### config.mk
export PLATFORM = sky130hd
export DESIGN_NAME = liu_sport_master
export DESIGN_NICKNAME = d
export VERILOG_FILES = /design/src/rtl/liu_sport_pkg.sv /design/src/rtl/sport_phase_timer.sv /design/src/rtl/sport_shifter.sv /design/src/rtl/sport_slot_select.sv /design/src/rtl/liu_sport_master.sv
export SDC_FILE = /design/constraint.sdc
export NUM_CORES = 1
export LEC_CHECK = 0
export BUFFER_PORTS_ARGS = -buffer_cell sky130_fd_sc_hd__buf_2
export CAP_MARGIN = 20
export CORE_MARGIN = 2
export CORE_UTILIZATION = 47
export DETAILED_ROUTE_END_ITERATION = 8
export PLACE_DENSITY = 0.77
export SLEW_MARGIN = 20
export SYNTH_ARGS = -nofsm -noshare
export SYNTH_HDL_FRONTEND = slang
export SYNTH_SLANG_ARGS = --single-unit
### constraint.sdc
create_clock -name clk -period 4.4 [get_ports clk]
set_input_delay 0.66 -clock clk [delete_from_list [all_inputs] [get_ports clk]]
set_output_delay 0.66 -clock clk [all_outputs]
set_load 0.005 [all_outputs]
### src/rtl/liu_sport_pkg.sv
package liu_sport_pkg;

    localparam int ADDR_BITS  = 4;
    localparam int ADDR_FIELD = 7;
    localparam int VAL_BITS   = 5;
    localparam int VAL_FIELD  = 8;
    localparam int RX_BITS    = VAL_FIELD;

    localparam int FRAME_BITS = 1 + ADDR_FIELD + VAL_FIELD;
    localparam int RX_FIRST   = 1 + ADDR_FIELD;
    localparam int BITCNT_W   = $clog2(FRAME_BITS);

    typedef enum logic [2:0] {
        ST_IDLE,
        ST_LEAD,
        ST_LOW,
        ST_HIGH,
        ST_TRAIL,
        ST_CLEAR,
        ST_DONE
    } sport_state_e;

    typedef struct packed {
        logic                 rd;
        logic [ADDR_BITS-1:0] addr;
        logic [VAL_BITS-1:0]  wval;
    } sport_req_t;

    // Serial frame laid out with bit 0 as the first bit on the wire.
    function automatic logic [FRAME_BITS-1:0] build_frame(input sport_req_t r);
        logic [FRAME_BITS-1:0] f;
        f = '0;
        f[0] = r.rd;
        f[1 +: ADDR_BITS] = r.addr;
        if (!r.rd) begin
            f[RX_FIRST +: VAL_BITS] = r.wval;
        end
        return f;
    endfunction

    function automatic logic in_frame(input sport_state_e s);
        return (s == ST_LEAD) || (s == ST_LOW) || (s == ST_HIGH) || (s == ST_TRAIL);
    endfunction

endpackage

### src/rtl/sport_phase_timer.sv
module sport_phase_timer #(
    parameter int HALF_CYC = 3
) (
    input  logic clk,
    input  logic rst,
    input  logic clear,
    input  logic run,
    output logic tick
);
    localparam int CW = (HALF_CYC > 1) ? $clog2(HALF_CYC) : 1;

    logic [CW-1:0] cnt;

    assign tick = run && (cnt == CW'(HALF_CYC - 1));

    always_ff @(posedge clk) begin
        if (rst || clear || !run) begin
            cnt <= '0;
        end else if (tick) begin
            cnt <= '0;
        end else begin
            cnt <= cnt + 1'b1;
        end
    end
endmodule

### src/rtl/sport_shifter.sv
module sport_shifter
    import liu_sport_pkg::*;
(
    input  logic                  clk,
    input  logic                  rst,
    input  logic                  load,
    input  logic [FRAME_BITS-1:0] frame,
    input  logic                  advance,
    input  logic                  capture,
    input  logic                  sdi,
    output logic                  sdo_bit,
    output logic [RX_BITS-1:0]    rx_byte
);
    logic [FRAME_BITS-1:0] tx_q;
    logic [RX_BITS-1:0]    rx_q;

    always_ff @(posedge clk) begin
        if (rst) begin
            tx_q <= '0;
        end else if (load) begin
            tx_q <= frame;
        end else if (advance) begin
            tx_q <= {1'b0, tx_q[FRAME_BITS-1:1]};
        end
    end

    // First received bit ends up in bit 0 after RX_BITS shifts.
    always_ff @(posedge clk) begin
        if (rst || load) begin
            rx_q <= '0;
        end else if (capture) begin
            rx_q <= {sdi, rx_q[RX_BITS-1:1]};
        end
    end

    assign sdo_bit = tx_q[0];
    assign rx_byte = rx_q;
endmodule

### src/rtl/sport_slot_select.sv
module sport_slot_select #(
    parameter int NUM_SLOTS = 4,
    parameter int SLOT_W    = 2
) (
    input  logic [SLOT_W-1:0]    slot,
    input  logic                 en,
    output logic [NUM_SLOTS-1:0] sel
);
    for (genvar g = 0; g < NUM_SLOTS; g++) begin : g_sel
        assign sel[g] = en && (slot == SLOT_W'(g));
    end
endmodule

### src/rtl/liu_sport_master.sv
module liu_sport_master
    import liu_sport_pkg::*;
#(
    parameter  int NUM_SLOTS = 4,
    parameter  int HALF_CYC  = 3,
    localparam int SLOT_W    = (NUM_SLOTS > 1) ? $clog2(NUM_SLOTS) : 1
) (
    input  logic                 clk,
    input  logic                 rst,
    input  logic                 start_i,
    input  logic                 rd_i,
    input  logic [ADDR_BITS-1:0] reg_addr_i,
    input  logic [SLOT_W-1:0]    slot_i,
    input  logic [VAL_BITS-1:0]  wr_val_i,
    output logic                 busy_o,
    output logic                 done_o,
    output logic [RX_BITS-1:0]   rd_val_o,
    output logic [NUM_SLOTS-1:0] sel_o,
    output logic                 sclk_o,
    output logic                 sdo_o,
    input  logic                 sdi_i
);
    sport_state_e          state_q, state_d;
    sport_req_t            req_q, req_in;
    logic [SLOT_W-1:0]     slot_q;
    logic [BITCNT_W-1:0]   bit_q;
    logic [RX_BITS-1:0]    rd_val_q;
    logic                  accept, tick, hi_end, last_bit, capture, frame_on;
    logic                  sdo_bit;
    logic [RX_BITS-1:0]    rx_byte;

    assign req_in   = '{rd: rd_i, addr: reg_addr_i, wval: wr_val_i};
    assign accept   = (state_q == ST_IDLE) && start_i;
    assign frame_on = in_frame(state_q);
    assign hi_end   = (state_q == ST_HIGH) && tick;
    assign last_bit = (bit_q == BITCNT_W'(FRAME_BITS - 1));
    assign capture  = hi_end && req_q.rd && (bit_q >= BITCNT_W'(RX_FIRST));

    sport_phase_timer #(.HALF_CYC(HALF_CYC)) u_timer (
        .clk   (clk),
        .rst   (rst),
        .clear (accept),
        .run   (frame_on),
        .tick  (tick)
    );

    sport_shifter u_shift (
        .clk     (clk),
        .rst     (rst),
        .load    (accept),
        .frame   (build_frame(req_in)),
        .advance (hi_end),
        .capture (capture),
        .sdi     (sdi_i),
        .sdo_bit (sdo_bit),
        .rx_byte (rx_byte)
    );

    sport_slot_select #(.NUM_SLOTS(NUM_SLOTS), .SLOT_W(SLOT_W)) u_sel (
        .slot (slot_q),
        .en   (frame_on),
        .sel  (sel_o)
    );

    always_comb begin
        state_d = state_q;
        unique case (state_q)
            ST_IDLE:  if (start_i) state_d = ST_LEAD;
            ST_LEAD:  if (tick)    state_d = ST_LOW;
            ST_LOW:   if (tick)    state_d = ST_HIGH;
            ST_HIGH:  if (tick)    state_d = last_bit ? ST_TRAIL : ST_LOW;
            ST_TRAIL: if (tick)    state_d = ST_CLEAR;
            ST_CLEAR:              state_d = ST_DONE;
            ST_DONE:               state_d = ST_IDLE;
            default:               state_d = ST_IDLE;
        endcase
    end

    always_ff @(posedge clk) begin
        if (rst) begin
            state_q  <= ST_IDLE;
            req_q    <= '0;
            slot_q   <= '0;
            bit_q    <= '0;
            rd_val_q <= '0;
        end else begin
            state_q <= state_d;
            if (accept) begin
                req_q  <= req_in;
                slot_q <= slot_i;
                bit_q  <= '0;
            end else if (hi_end && !last_bit) begin
                bit_q <= bit_q + 1'b1;
            end
            if ((state_q == ST_CLEAR) && req_q.rd) begin
                rd_val_q <= rx_byte;
            end
        end
    end

    assign busy_o   = (state_q != ST_IDLE) && (state_q != ST_DONE);
    assign done_o   = (state_q == ST_DONE);
    assign rd_val_o = rd_val_q;
    assign sclk_o   = (state_q == ST_HIGH);
    assign sdo_o    = ((state_q == ST_LOW) || (state_q == ST_HIGH)) && sdo_bit;
endmodule

==> metrics <==
number of max-cap violations=0; most frequent cells in the layout=41 x dfxtp_1, 37 x a21oi_1, 33 x nand2_1, 31 x buf_2, 20 x nand3_1; CTS tree=done; die height=65.62 um; worst slew pin tran=915.9 ps; Min-Delay Endpoint=u_timer.cnt[0]; worst skew pair latency=290 ps; Post-Synthesis Cells=between 200 and 250; Total Routing Usage GR=0.1859; Post-synth EDFFs=0; share of cells above drive strength 1=0.1864; CP Capture Type=primary output; die width=around 66 um; Syn Nets=around 230; syn_area_per_cell=8.416 um^2; commonest non-fill, non-tap cell in the layout=dfxtp_1; met1 Usage GRT=0.2204; Power Density=367.8 nW/um^2; reg2reg end=bit_q[3]; met2 global-route usage=0.3112; Routed WL per cell=12.84 um; vias in the first global route=1,389; die area=4305 um^2; num ports=32; Iter 0 DRT Violations=77; final net count=approximately 250; Final min period=2265 ps; Post-CTS Hold Buffers=0; Clock Skew=5.402 ps; final setup violation count=0; fin. max-slew vios=0; sequential area share after synthesis=0.4600; DRC Markers=0; crit path DAT=1610 ps; asr flop ratio synth=0; first-pass GRT wire length=6072 um; RSZ-0062 raised after global routing=false; grt ovf=0; clock-pin slew of the registers on the worst-case setup and hold paths=80 ps; final cycle utilization of the critical path=0.5148; Max rail drop VDD=~0.26 mV; area of the core=3661 um^2; diode count=0; first-pass detailed-route iteration total=4; fmax=0.4415 GHz; GRT busiest layer=met2; initial antenna violation count=0; Hold Path Cell Cnt=1; hold path start=u_timer.cnt[0]; Fillers=340; Via density=5.592; CTS Sinks=just over 40; Setup Fix Bufs, Post-CTS=0; Layout area overhead=13.82%; H-tree depth=2; drt total wl=approximately 3600 um; RR Startpoint=u_timer.cnt[0]; dominant synthesized flop cell=dfxtp_1; Yosys Warn Count=0; Synth Cell Area=1784 um^2; clk buf depth=2; kind of critical path=flop to primary output; required time worst endpoint=3740 ps; pin count of the biggest net entering global routing=26; outcome=finished, final reports clean; Post-DP HPWL=between 2000 and 2500 um; synth unique cells=34; CTS Buf Count=5; relative slew slack=0.3889; total number of vias=1,588; FF-to-FF setup slack=between 2000 and 2500 ps; CP max FO=13; Worst Reg-to-Reg Cells=5; number of port buffers=31; Initial Util=0.4874; number of cells upsized or downsized after cts=0; Leak=roughly 0.76 nW; Synth Register Bits=41; num rows=22; GR Layer Usage met3=0.05137; Hold Fails Final Rpt=0; Worst Setup Start Kind=flop; Hold Path Class=flop to flop; gp weighted congestion=0.7976; CTS root buffer=clkbuf_8; fin util=0.5547; Setup TNS Final=0 ps; Routed Antenna Nets=0
[critical path, cell delays in order (launching register included)]
cell and delay, ps:
dfxtp_1 590, nor2_1 120, xor2_1 370, nor3_1 80, buf_2 140
[cell families after synthesis]
family / share of synthesized area
AND/OR/NAND/NOR: 0.2482
multiplexers: 0.01683
XOR/XNOR: 0.004910
flip-flops: 0.4600
buffers and inverters: 0.06452
adder cells (fa/ha/maj): 0.02104
AO/OA/AOI/OAI: 0.1844
[stage by stage]
| step | area (um^2) | setup slack [ps] | std cells | hold slack (ps) | power [mW] |
|---|---|---|---|---|---|
| final | 2031 | 2135 | 284 | 425.4 | 0.7469 |
| after global routing | 2031 | 1971 | 284 | 441.4 | 0.7777 |
| after CTS | 2031 | 2132 | 284 | 426.9 | 0.7508 |
| after detailed placement | 1911 | 2206 | 276 | 415.5 | 0.4379 |
| after global placement | 1911 | 2225 | 276 | 409.1 | 0.4371 |
| after floorplan | 1784 | 2750 | 212 | 397.0 | 0.4254 |
[registers in the layout, indices dropped and copies added (netlist names)]
name             flops
u_shift.tx_q        13
rd_val_o             8
u_shift.rx_byte      8
bit_q                4
state_q              3
slot_q               2
u_timer.cnt          2
req_q                1
[area by class of cell]
cell class                      instances  area, um^2  share of cell area
Clock inverter                          2       37.54             0.01848
Tap cell                               48       60.06             0.02957
Sequential cell                        41       820.8              0.4042
Timing Repair Buffer                   31       155.1             0.07640
Multi-Input combinational cell        149       848.3              0.4177
Inverter                                7       26.28             0.01294
Clock buffer                            6       82.58             0.04067
[routing by layer]
| metal | wire (um) | vias up |
|---|---|---|
| met5 | 0 | - |
| li1 | - | 791 |
| met1 | 1721 | 745 |
| met2 | 1707 | 44 |
| met3 | 138 | 8 |
| met4 | 80 | 0 |
[cells in the mapped netlist (2+ instances only)]
| master | number | area [um^2] |
|---|---|---|
| o21ai_1 | 4 | 20.02 |
| a21oi_1 | 37 | 185.2 |
| nand4b_1 | 2 | 17.52 |
| and2_1 | 3 | 18.77 |
| dfxtp_1 | 41 | 820.8 |
| buf_6 | 2 | 22.52 |
| o21ai_0 | 9 | 45.04 |
| or3_1 | 2 | 12.51 |
| and4b_1 | 3 | 30.03 |
| nand2_1 | 33 | 123.9 |
| clkbuf_1 | 5 | 18.77 |
| nor2_1 | 2 | 7.510 |
| mux2i_1 | 3 | 30.03 |
| buf_4 | 3 | 22.52 |
| nand3_1 | 20 | 100.1 |
| a32oi_1 | 2 | 17.52 |
| nor4_1 | 2 | 12.51 |
| o2bb2ai_1 | 2 | 17.52 |
| nor3_1 | 5 | 25.02 |
| buf_2 | 5 | 25.02 |
| ha_1 | 3 | 37.54 |
| nor2b_1 | 2 | 12.51 |
| inv_1 | 7 | 26.28 |
| a22oi_1 | 4 | 30.03 |
| or2_2 | 2 | 12.51 |
[power breakdown]
part / switching, mW / internal (mW) / total [mW]
logic: 0.0252 / 0.0181 / 0.0432
clock network: 0.133 / 0.184 / 0.317
registers: 0.00743 / 0.379 / 0.386
[worst max path at each step]
stage	startpoint	to	slack (ps)	cells after the start
6_report	state_q[0]	sel_o[1]	2130	4
5_1_grt	state_q[0]	sel_o[1]	1970	4
4_1_cts	state_q[0]	sel_o[1]	2130	4
3_5_place_dp	u_timer.cnt[0]	bit_q[3]	2210	5
3_3_place_gp	u_timer.cnt[0]	bit_q[3]	2220	5
2_1_floorplan	state_q[0]	sel_o[0]	2750	4
(Power assumes the default switching activity.)
